$ cat src/rtl/nwc_pkg.sv
package nwc_pkg;
  parameter int NWC_ADDR_W = 32;
  parameter int NWC_OFS_W  = 8;
  localparam int NWC_LANES  = NWC_ADDR_W / 8;
  localparam int NWC_LANE_W = $clog2(NWC_LANES);

  // configuration page offsets
  localparam logic [NWC_OFS_W-1:0] CFG_OFS_CMD  = 8'h04;
  localparam logic [NWC_OFS_W-1:0] CFG_OFS_BASE = 8'h10;
  // window offsets
  localparam logic [NWC_OFS_W-1:0] WIN_OFS_MODE = 8'h04;
  localparam logic [NWC_OFS_W-1:0] WIN_OFS_STAT = 8'h05;
  localparam logic [NWC_OFS_W-1:0] WIN_OFS_ISR  = 8'h06;
  localparam logic [NWC_OFS_W-1:0] WIN_OFS_IMR  = 8'h07;
  localparam logic [7:0]           STATUS_VALUE = 8'h14;

  typedef enum logic [2:0] {
    RS_ZERO, RS_CMD, RS_BASE, RS_DATA, RS_MODE, RS_STAT, RS_ISR, RS_IMR
  } rdSel_e;

  typedef struct packed {
    logic                  cmdWr;
    logic                  baseWr;
    logic [NWC_LANE_W-1:0] lane;
    logic                  dataWr;
    logic                  dataRd;
    logic                  modeWr;
    logic                  isrWr;
    logic                  imrWr;
    logic                  rdEn;
    rdSel_e                rdSel;
  } nwcStb_t;
endpackage

$ cat src/rtl/nwc_ctrl.sv
module nwc_ctrl
  import nwc_pkg::*;
#(
  parameter logic [NWC_ADDR_W-NWC_OFS_W-1:0] CFG_PAGE = 1
) (
  input  logic                  clk,
  input  logic                  rst,
  input  logic [NWC_ADDR_W-1:0] hostAddr,
  input  logic                  hostWr,
  input  logic                  hostRd,
  input  logic                  winEn,
  input  logic [NWC_ADDR_W-1:0] winBase,
  output nwcStb_t               stb
);
  localparam int PAGE_W = NWC_ADDR_W - NWC_OFS_W;

  logic [NWC_OFS_W-1:0] ofs;
  logic [PAGE_W-1:0]    page;
  logic                 cfgHit;
  logic                 winHit;

  assign ofs    = hostAddr[NWC_OFS_W-1:0];
  assign page   = hostAddr[NWC_ADDR_W-1:NWC_OFS_W];
  assign cfgHit = (page == CFG_PAGE);
  // the base low byte takes part in the compare: a non-zero low byte never hits
  assign winHit = !cfgHit && winEn && ({page, {NWC_OFS_W{1'b0}}} == winBase);

  always_comb begin
    stb       = '0;
    stb.rdEn  = hostRd;
    stb.rdSel = RS_ZERO;
    if (cfgHit) begin
      if (ofs == CFG_OFS_CMD) begin
        stb.cmdWr = hostWr;
        stb.rdSel = RS_CMD;
      end else if (ofs[NWC_OFS_W-1:NWC_LANE_W] == CFG_OFS_BASE[NWC_OFS_W-1:NWC_LANE_W]) begin
        stb.baseWr = hostWr;
        stb.lane   = ofs[NWC_LANE_W-1:0];
        stb.rdSel  = RS_BASE;
      end
    end else if (winHit) begin
      if (ofs[NWC_OFS_W-1:2] == '0) begin
        stb.dataWr = hostWr;
        stb.dataRd = hostRd;
        stb.rdSel  = RS_DATA;
      end else begin
        unique case (ofs)
          WIN_OFS_MODE: begin stb.modeWr = hostWr; stb.rdSel = RS_MODE; end
          WIN_OFS_STAT: stb.rdSel = RS_STAT;
          WIN_OFS_ISR:  begin stb.isrWr = hostWr; stb.rdSel = RS_ISR; end
          WIN_OFS_IMR:  begin stb.imrWr = hostWr; stb.rdSel = RS_IMR; end
          default:      stb.rdSel = RS_ZERO;
        endcase
      end
    end
  end

  AST_WIN_GATED: assert property (@(posedge clk) disable iff (rst)
    !winEn |-> !(stb.dataWr || stb.dataRd || stb.modeWr || stb.isrWr || stb.imrWr));
  AST_DATA_PAGE: assert property (@(posedge clk) disable iff (rst)
    (stb.dataWr || stb.dataRd) |-> (hostAddr[NWC_ADDR_W-1:NWC_OFS_W] == winBase[NWC_ADDR_W-1:NWC_OFS_W]));
endmodule

$ cat src/rtl/nwc_dpath.sv
module nwc_dpath
  import nwc_pkg::*;
(
  input  logic                  clk,
  input  logic                  rst,
  input  nwcStb_t               stb,
  input  logic [7:0]            hostWdata,
  input  logic [7:0]            flashDin,
  output logic                  winEn,
  output logic [NWC_ADDR_W-1:0] winBase,
  output logic [7:0]            hostRdata,
  output logic [7:0]            flashDout,
  output logic                  flashWe,
  output logic                  flashRe,
  output logic                  flashCle,
  output logic                  flashAle,
  output logic                  flashCeN,
  output logic                  flashWp,
  output logic                  eccClear,
  output logic                  irq
);
  logic [7:0] baseByte [NWC_LANES];
  logic [7:0] modeReg;
  logic [7:0] isrReg;
  logic [7:0] imrReg;
  logic [7:0] rdVal;

  always_ff @(posedge clk) begin
    if (rst) winEn <= 1'b0;
    else if (stb.cmdWr) winEn <= hostWdata[1];
  end

  for (genvar g = 0; g < NWC_LANES; g++) begin : gLane
    always_ff @(posedge clk) begin
      if (rst) baseByte[g] <= '0;
      else if (stb.baseWr && (stb.lane == NWC_LANE_W'(g))) baseByte[g] <= hostWdata;
    end
    assign winBase[8*g +: 8] = baseByte[g];
  end

  always_ff @(posedge clk) begin
    if (rst) begin
      modeReg  <= '0;
      isrReg   <= '0;
      imrReg   <= '0;
      eccClear <= 1'b0;
    end else begin
      if (stb.modeWr) modeReg <= hostWdata;
      if (stb.imrWr)  imrReg  <= hostWdata;
      if (stb.isrWr)       isrReg    <= hostWdata;
      else if (stb.dataWr) isrReg[0] <= 1'b1;
      // ECC commands 11 and 01 both carry bit 5 set
      eccClear <= stb.modeWr && hostWdata[5];
    end
  end

  always_comb begin
    unique case (stb.rdSel)
      RS_CMD:  rdVal = {6'b0, winEn, 1'b0};
      RS_BASE: rdVal = baseByte[stb.lane];
      RS_DATA: rdVal = flashDin;
      RS_MODE: rdVal = modeReg;
      RS_STAT: rdVal = STATUS_VALUE;
      RS_ISR:  rdVal = isrReg;
      RS_IMR:  rdVal = imrReg;
      default: rdVal = 8'h00;
    endcase
  end

  always_ff @(posedge clk) begin
    if (rst) hostRdata <= '0;
    else if (stb.rdEn) hostRdata <= rdVal;
  end

  assign flashDout = hostWdata;
  assign flashWe   = stb.dataWr;
  assign flashRe   = stb.dataRd;
  assign flashCle  = modeReg[0];
  assign flashAle  = modeReg[1];
  assign flashCeN  = ~modeReg[4];
  assign flashWp   = modeReg[7];
  assign irq       = imrReg[7] && |(imrReg & isrReg);

  AST_ISR_SET: assert property (@(posedge clk) disable iff (rst)
    (stb.dataWr && !stb.isrWr) |=> isrReg[0]);
  AST_RD_CAPTURE: assert property (@(posedge clk) disable iff (rst)
    stb.dataRd |=> (hostRdata == $past(flashDin)));
  AST_CE_FOLLOWS: assert property (@(posedge clk) disable iff (rst)
    stb.modeWr |=> (flashCeN == !$past(hostWdata[4])));
  AST_ECC_CAUSE: assert property (@(posedge clk) disable iff (rst)
    eccClear |-> $past(stb.modeWr));
  AST_IRQ_CAUSE: assert property (@(posedge clk) disable iff (rst)
    $rose(irq) |-> $past(stb.isrWr || stb.imrWr || stb.dataWr));
endmodule

$ cat src/rtl/nand_host_window.sv
module nand_host_window
  import nwc_pkg::*;
#(
  parameter logic [NWC_ADDR_W-NWC_OFS_W-1:0] CFG_PAGE = 1
) (
  input  logic                  clk,
  input  logic                  rst,
  input  logic [NWC_ADDR_W-1:0] hostAddr,
  input  logic                  hostWr,
  input  logic                  hostRd,
  input  logic [7:0]            hostWdata,
  output logic [7:0]            hostRdata,
  input  logic [7:0]            flashDin,
  output logic [7:0]            flashDout,
  output logic                  flashWe,
  output logic                  flashRe,
  output logic                  flashCle,
  output logic                  flashAle,
  output logic                  flashCeN,
  output logic                  flashWp,
  output logic                  eccClear,
  output logic                  irq
);
  nwcStb_t               stb;
  logic                  winEn;
  logic [NWC_ADDR_W-1:0] winBase;

  nwc_ctrl #(.CFG_PAGE(CFG_PAGE)) uCtrl (
    .clk(clk), .rst(rst), .hostAddr(hostAddr), .hostWr(hostWr), .hostRd(hostRd),
    .winEn(winEn), .winBase(winBase), .stb(stb)
  );

  nwc_dpath uDpath (
    .clk(clk), .rst(rst), .stb(stb), .hostWdata(hostWdata), .flashDin(flashDin),
    .winEn(winEn), .winBase(winBase), .hostRdata(hostRdata), .flashDout(flashDout),
    .flashWe(flashWe), .flashRe(flashRe), .flashCle(flashCle), .flashAle(flashAle),
    .flashCeN(flashCeN), .flashWp(flashWp), .eccClear(eccClear), .irq(irq)
  );
endmodule

$ cat config.mk
export PLATFORM = sky130hd
export DESIGN_NAME = nand_host_window
export DESIGN_NICKNAME = d
export VERILOG_FILES = /design/src/rtl/nwc_pkg.sv /design/src/rtl/nwc_ctrl.sv /design/src/rtl/nwc_dpath.sv /design/src/rtl/nand_host_window.sv
export SDC_FILE = /design/constraint.sdc
export NUM_CORES = 1
export LEC_CHECK = 0
export BUFFER_PORTS_ARGS = -buffer_cell sky130_fd_sc_hd__buf_2
export CAP_MARGIN = 0
export CORE_UTILIZATION = 32
export CTS_CLUSTER_DIAMETER = 100
export DETAILED_ROUTE_END_ITERATION = 10
export GPL_TIMING_DRIVEN = 0
export PLACE_DENSITY_LB_ADDON = 0.1
export SKIP_CTS_REPAIR_TIMING = 1
export SYNTH_ARGS = -nofsm -noshare
export SYNTH_HDL_FRONTEND = slang
export SYNTH_SLANG_ARGS = --single-unit
export TNS_END_PERCENT = 5
$ cat constraint.sdc
create_clock -name clk -period 2.6 [get_ports clk]
set_input_delay 0.52 -clock clk [delete_from_list [all_inputs] [get_ports clk]]
set_output_delay 0.52 -clock clk [all_outputs]
set_load 0.02 [all_outputs]
==> results.yml, run 1 <==
pwr:
  p_leak_nw: 1.82
  p_per_area_nw_per_um2: 536
  finalPower_mw: 2.67
  peakVddDrop_mv: 0.242
timing:
  final-setup-viol-count: 2
  period_needed_ps: 2720
  timing.hold.ws_ps: 495
  fin_crit_sh: 1.05
  rsz0062_at_grt: "true"
  final-hold-violation-count: 0
  setup_ws_ps: -120
  drv_slew: 0
  max_slew_margin: 0.495
  max_freq_mhz: 368
  tns_ps: -146
  worst_pin_slew_ps: 752
  finClkSkew_ps: 7.37
die:
  die_h_um: 112
  initial_utilization: 0.333
  rows: 39
  io_pins: 76
  die_w_um: 112
  die-area_um2: 12500
  core_um2: 11600
route:
  viasPerCell: 5.44
  first_iter_violations: 256
  drc: 6
  wl_per_cell_um: 21.4
  num_vias: 3236
  ant_nets: 0
  drt_wl_total_mm: 12.8
  dr.pass1.iters: 7
setup_path:
  worstPathArrival_ps: 2200
  setup.worst_path.start_class: "primary input"
  worstPathRequired_ps: 2080
  criticalPathCategory: "in -> out"
  cp_max_fo: 4
  endpoint_kind: "output pin"
global_route:
  grt_usage: 0.206
  use_met3: 0.0392
  grt_max_degree: 12
  grt_antenna_before_repair: 0
  gr-usage-met2: 0.287
  grt_pass1_wl_mm: 18.8
  busiest_layer: "met1"
  grt_pass1_vias: 3068
  gr-total-overflow: 0
  use_met1: 0.314
finish:
  layout_commonest_cell: "buf_2"
  area_growth_pct: 29.0
  fin_nets: 499
  drive_gt1_frac: 0.350
  diodes: 0
  mostFrequentLayoutCells: "buf_2, nor2_1, dfxtp_1"
synth:
  yosysTopAreaCellShare: 0.248
  ys_warn_count: 0
  synth_edf_count: 32
  syn_avg_cell_area_um2: 10.8
  syn_nets: 410
  synthDistinctLibCells: 52
  yosys_register_bits: 66
  ys_seq_area_frac: 0.424
  yosys-top-cells-area: "edfxtp_1, dfxtp_1, mux2i_1"
  synth_ff_type: "dfxtp_1"
  synth_largest_area_cell: "edfxtp_1"
  syn_inst: 358
  syn_area_um2: 3870
  synthArstFlopShare: 0
cts:
  cts_tree: "built"
  cts_inserted_buffers: 9
  cts.path.max_buffers: 2
  worstSkewPairLatency_ps: 330
  root_buffer: "clkbuf_16"
  cts_sinks: 66
  htree_levels: 3
  clk_pin_slew_worst_paths_ps: 50
run_status:
  violations: "DRC, setup timing"
  status: "complete, but fails checks"
place:
  hpwl_mm: 9.72
  io_buffers: 73
  post-place-ws_ps: -974
  place_congestion: 0.806
min_path:
  min-delay-path-class: "reg -> reg"
job:
  drv_cap: 0
-- cells by family (layout without fill, tap and decap cells) --
logic type      after synthesis  count (layout)  share of synthesized area
simple gates                146             146                      0.252
flops                        66              66                      0.424
compound gates               52              52                      0.112
buf+inv                      36             130                     0.0433
mux                          34              34                      0.114
xor+xnor                     24              24                     0.0543
-- through the flow --
step | cell area, um^2 | cells | util
after floorplan | 3870 | 358 | -
after global placement | 4420 | 574 | 0.380
after detailed placement | 4420 | 574 | 0.380
after CTS | 4730 | 590 | 0.407
after global routing | 4990 | 595 | 0.430
final | 4990 | 595 | 0.430
-- flip-flops by register name, indices dropped and copies added (netlist names) --
| name | cells |
|---|---|
| uDpath.hostRdata | 8 |
| uDpath.winEn | 1 |
| uDpath.baseByte | 32 |
| uDpath.isrReg | 8 |
| uDpath.eccClear | 1 |
| uDpath.modeReg | 8 |
| uDpath.imrReg | 8 |
-- cells in the mapped netlist, types with 9 or more instances --
cell	number
edfxtp_1	32
nor3_1	9
and2_1	30
inv_1	18
nor2_1	38
dfxtp_1	34
nand2_1	9
mux2i_1	25
a22o_1	9
nor4_1	20
a211oi_1	11
xor2_1	23
-- power breakdown --
| group | switching [mW] | leakage, nW | internal, mW |
|---|---|---|---|
| sequential | 0.0273 | 0.577 | 1.12 |
| clock | 0.417 | 0.152 | 0.825 |
| combinational | 0.185 | 1.09 | 0.105 |
| total | 0.629 | 1.82 | 2.05 |
-- worst paths after layout --
kind	startpoint	end	slack (ps)	cells after the start
max reg2reg	uDpath.baseByte[2][4]	uDpath.isrReg[2]	40	6
max	hostAddr[5]	flashRe	-120	7
min reg2reg	uDpath.hostRdata[5]	uDpath.hostRdata[5]	490	2
min	uDpath.hostRdata[5]	uDpath.hostRdata[5]	490	2
-- final cells by class --
cell class                 instances  area, um^2
clock inverter                     2        35.0
inverter                          18        67.6
fill                            1130        6620
multi-input combinational        256        2270
clock buffer                      14         275
timing repair buffer              78         418
buffer                            18         108
tap                              143         179
sequential                        66        1640
-- routing by layer --
metal  part of all wire  vias up
li1                   -     1548
met1               0.50     1572
met2               0.43      104
met3              0.051       12
met4              0.016        0
met5                  0        -
-- critical path: stages --
cell	delay, ps
buf_2	110
or4_4	570
or3_4	380
nor2_1	100
nand3_1	120
nor3_1	200
buf_2	200
Note: power is estimated with default switching activity, not from simulation.
==> run 2, diff against run 1 <==
Settings changed: CORE_UTILIZATION 32 to 45.
==> run 2 against run 1 <==
Net effect: the run ends with setup timing left; non-clock buffer count rose by 2; global-route usage rose by 6.7 points; first-iteration DRC count rose by 10%; sequential share of layout area rose by 1.1 points; combinational power fell by 3%; clock power fell by 28%; critical path depth fell by 1; worst hold slack barely moved; wire length fell by 7.6%; total power fell by 14%; critical endpoint is now flashWe; largest power group is now registers.
==> results.yml, run 2 (synthesis gave the netlist of run 1 again) <==
setup_path:
  cpPeakStageDelay_ps: 450
  crit_family: "simple AND/OR/NAND/NOR gates"
  path_cells: "xor2_1, nor4_1, o2111ai_2, buf_4, nor3_2, buf_4"
  cp_max_fo: 10
  r2r_start: "uDpath.baseByte[0][1]"
  reg2regPathDepth: 6
  path_buf_inv: 2
  r2r_end: "uDpath.hostRdata[0]"
  worstPathArrival_ps: 2170
  endpoint_kind: "output pin"
  cp.depth: 6
  criticalPathCategory: "reg -> out"
  crit_top_cell: "buf_4"
  worstPathRequired_ps: 2080
  cp_slowest_cell: "edfxtp_1"
  r2r_slack_ps: 120
  setup.worst_path.start_class: "flop"
timing:
  tns_ps: -158
  fin_crit_sh: 1.03
  finClkSkew_ps: 12.0
  rsz0062_at_grt: "true"
  drv_slew: 0
  final-setup-viol-count: 2
  period_needed_ps: 2690
  final-hold-violation-count: 0
  timing.hold.ws_ps: 494
  max_freq_mhz: 372
  max_slew_margin: 0.538
  worst_pin_slew_ps: 687
  setup_ws_ps: -88.1
route:
  viasPerCell: 6.03
  drc: 0
  wl_per_cell_um: 21.1
  first_iter_violations: 282
  num_vias: 3370
  dr.pass1.iters: 5
  dr_wl_met2_mm: 4.97
  top_layer_used: "met4"
  wl_met3_um: 995
  ant_nets: 0
  wl_met1_mm: 5.39
  drt_wl_total_mm: 11.8
global_route:
  grt_pass1_vias: 3140
  grt_pass1_wl_mm: 17.5
  grt_antenna_before_repair: 0
  gr-total-overflow: 0
  grt_usage: 0.273
  grt_max_degree: 11
finish:
  fin_area_um2: 4830
  top_register: "uDpath.baseByte"
  finalNonFillerCells: 559
  fin_nets: 501
  diodes: 0
  drive_gt1_frac: 0.348
  post-route-util: 0.585
  largest_register_ffs: 32
  layout_commonest_cell: "buf_2"
  area_growth_pct: 24.8
  num-fill-cells: 734
  mostFrequentLayoutCells: "buf_2, nor2_1, dfxtp_1"
pwr:
  p_per_area_nw_per_um2: 478
  finalPower_mw: 2.31
  peakVddDrop_mv: 0.324
  p_leak_nw: 1.76
min_path:
  holdCritStartpoint: "uDpath.hostRdata[7]"
  min-delay-path-class: "reg -> reg"
  holdPathStages: 2
  min_to: "uDpath.hostRdata[7]"
place:
  hpwl_mm: 9.10
  dp_cells: 536
  io_buffers: 73
  post-place-ws_ps: -840
  place_congestion: 0.889
  dpl_cell_area_um2: 4370
cts:
  clk_pin_slew_worst_paths_ps: 70
  cts_inserted_buffers: 9
  worstSkewPairLatency_ps: 350
  htree_levels: 3
  cts.path.max_buffers: 2
  cts_sinks: 66
  root_buffer: "clkbuf_8"
  cts_tree: "built"
die:
  die-area_um2: 8980
  io_pins: 76
  rows: 33
  die_h_um: 94.8
  die_w_um: 94.8
  core_um2: 8260
  initial_utilization: 0.469
run_status:
  status: "complete, but fails checks"
  violations: "setup timing"
job:
  drv_cap: 0
==> run 2: tightest hold or removal path, delay by kind of cell (launching register included) <==
kind / cells / cell delay, ps
DFF: 1 / 320
AOI/OAI and AO/OA: 1 / 70
buffers and inverters: 1 / 50
==> run 2: final cells by class <==
type                    instances  area [um^2]  share of cell area
plain buffers                  18          104              0.0215
clock buffers                  14          163              0.0337
clock inverters                 2         35.0             0.00725
inverters                      18         67.6              0.0140
multi-input cells             256         2250               0.466
flip-flops and latches         66         1640               0.340
well taps                     105          131              0.0272
repair buffers                 80          435              0.0901
==> run 2: where the power goes <==
| group | internal [mW] | switching [mW] | leakage [nW] |
|---|---|---|---|
| clock network | 0.496 | 0.394 | 0.101 |
| registers | 1.11 | 0.0272 | 0.577 |
| logic | 0.104 | 0.176 | 1.09 |
==> run 2: worst max-delay path by stage <==
stage,start,end,slack (ps)
finish,uDpath.baseByte[3][6],flashWe,-90
detailed placement,hostAddr[21],uDpath.baseByte[2][6],-840
global route,hostAddr[5],flashWe,-170
floorplan,hostAddr[5],flashRe,-30
global placement,hostAddr[21],uDpath.baseByte[3][4],-800
CTS,hostAddr[21],uDpath.baseByte[2][7],-490
==> run 2: per-layer routing <==
metal,global-route usage,vias up
met5,0,-
met4,0.129,0
met3,0.0499,28
met2,0.395,181
met1,0.391,1618
li1,-,1543
==> run 3, diff against run 2 <==
Settings changed: CORE_UTILIZATION 45 to 50.
==> run 3 against run 2 <==
Net effect: the flow still finishes with violations (setup timing); largest power group unchanged; flip-flop and latch count is the same; critical endpoint is now flashRe; cell area shrank 0.83%; die area shrank 9.8%; critical path type is now in -> out; total power grew 5.1%; sequential power is essentially flat.
==> results.yml, run 3 (synthesis gave the netlist of run 1 again) <==
route:
  first_iter_violations: 346
  ant_nets: 0
  wl_per_cell_um: 20.1
  num_vias: 3287
  dr.pass1.iters: 4
  drt_wl_total_mm: 11.0
  viasPerCell: 5.99
  drc: 0
timing:
  max_freq_mhz: 372
  final-hold-violation-count: 0
  fin_crit_sh: 1.04
  final-setup-viol-count: 2
  max_slew_margin: 0.459
  rsz0062_at_grt: "true"
  drv_slew: 0
  worst_pin_slew_ps: 806
  timing.hold.ws_ps: 497
  setup_ws_ps: -91.3
  finClkSkew_ps: 10.5
  period_needed_ps: 2690
die:
  initial_utilization: 0.525
  die-area_um2: 8100
  io_pins: 76
  die_h_um: 90.0
  rows: 31
  core_um2: 7370
  die_w_um: 90.0
setup_path:
  path_buf_inv: 2
  cp.depth: 7
  criticalPathCategory: "in -> out"
  endpoint_kind: "output pin"
  crit_path_end: "flashRe"
  r2r_start: "uDpath.baseByte[0][4]"
  reg2regPathDepth: 6
  setup.worst_path.start_class: "primary input"
  startpoint: "hostAddr[5]"
  r2r_slack_ps: 60
  crit_family: "simple AND/OR/NAND/NOR gates"
  cp_max_fo: 4
  worstPathRequired_ps: 2080
  worstPathArrival_ps: 2170
  cpPeakStageDelay_ps: 570
  cp_slowest_cell: "or4_4"
  path_cells: "buf_2, or4_4, or3_4, nor2_1, nand3_1, nor3_2, buf_4"
  r2r_end: "uDpath.hostRdata[4]"
global_route:
  grt_antenna_before_repair: 0
  grt_max_degree: 13
  grt_usage: 0.274
  grt_pass1_wl_mm: 16.8
  gr-total-overflow: 0
  grt_pass1_vias: 2975
cts:
  root_buffer: "clkbuf_8"
  htree_levels: 3
  clk_pin_slew_worst_paths_ps: 80
  cts_sinks: 66
  cts_tree: "built"
  worstSkewPairLatency_ps: 340
  cts_inserted_buffers: 9
  cts.path.max_buffers: 2
place:
  dpl_cell_area_um2: 4360
  place_congestion: 0.871
  dp_cells: 530
  post-place-ws_ps: -844
  hpwl_mm: 8.42
  io_buffers: 73
run_status:
  violations: "setup timing"
  status: "complete, but fails checks"
finish:
  largest_register_ffs: 32
  finalNonFillerCells: 549
  fin_area_um2: 4790
  diodes: 0
  mostFrequentLayoutCells: "buf_2, nor2_1, dfxtp_1"
  post-route-util: 0.650
  drive_gt1_frac: 0.351
  top_register: "uDpath.baseByte"
  fin_nets: 497
  area_growth_pct: 23.8
  layout_commonest_cell: "buf_2"
pwr:
  pwr-share-seq: 0.470
  comb_power_share: 0.112
  p_per_area_nw_per_um2: 507
  peakVddDrop_mv: 0.346
  p_leak_nw: 1.72
  p_int_mw: 1.82
  power_switching_mw: 0.606
  pwr-share-clk: 0.418
  switching_share: 0.250
job:
  drv_cap: 0
min_path:
  holdPathStages: 2
  min-delay-path-class: "reg -> reg"
[run 3: changes by cell type in the layout (fill, tap and decap cells not counted), moves of 2 or more]
cell | previous run | this run
o2111ai_2 | 1 | 3
clkbuf_8 | 11 | 9
o2111ai_4 | 2 | 0
clkinv_4 | 0 | 2
clkbuf_1 | 10 | 7
buf_4 | 17 | 13
[run 3: tightest hold or removal path: cells and delay by family (launching register included)]
kind	cells	cell delay, ps
flops	1	330
buf+inv	1	50
compound gates	1	70
[run 3: stage by stage]
| step | setup TNS, ps | total power [mW] |
|---|---|---|
| after global routing | -1310 | 2.51 |
| final | -176 | 2.43 |
| after CTS | -13550 | 2.42 |
| after global placement | -31170 | 1.41 |
| after detailed placement | -37820 | 1.41 |
| after floorplan | -66.0 | 1.29 |
[run 3: per-layer routing]
layer  part of all wire  GRT usage  up-vias
met5                  0          0        -
met4              0.027     0.0981        0
met3              0.084     0.0482       16
met2               0.43      0.382      160
met1               0.46      0.422     1575
li1                   -          -     1536
[run 3: how the worst min path moves through the flow]
| stage | startpoint | end | slack (ps) |
|---|---|---|---|
| after detailed placement | uDpath.modeReg[3] | uDpath.modeReg[3] | 480 |
| after global placement | uDpath.modeReg[4] | uDpath.modeReg[4] | 470 |
| after CTS | flashDin[1] | uDpath.hostRdata[1] | 490 |
| final | uDpath.hostRdata[5] | uDpath.hostRdata[5] | 500 |
| after floorplan | uDpath.modeReg[2] | uDpath.modeReg[2] | 460 |
| after global routing | hostRd | uDpath.hostRdata[4] | 500 |
[run 3: area by class of cell]
cell class | count | area, um^2
Clock inverter | 5 | 83.8
Tap cell | 99 | 124
Multi-Input combinational cell | 256 | 2230
Timing Repair Buffer | 76 | 390
Sequential cell | 66 | 1640
Fill cell | 627 | 2580
Clock buffer | 11 | 154
Inverter | 18 | 67.6
Buffer | 18 | 104
[run 3: power groups by stage]
stage,clock (mW),sequential [mW],combinational (mW)
6_report,1.02,1.14,0.273
5_1_grt,1.08,1.14,0.290
4_1_cts,1.03,1.14,0.246
3_5_place_dp,0,1.16,0.245
3_3_place_gp,0,1.16,0.243
2_1_floorplan,0,1.15,0.140
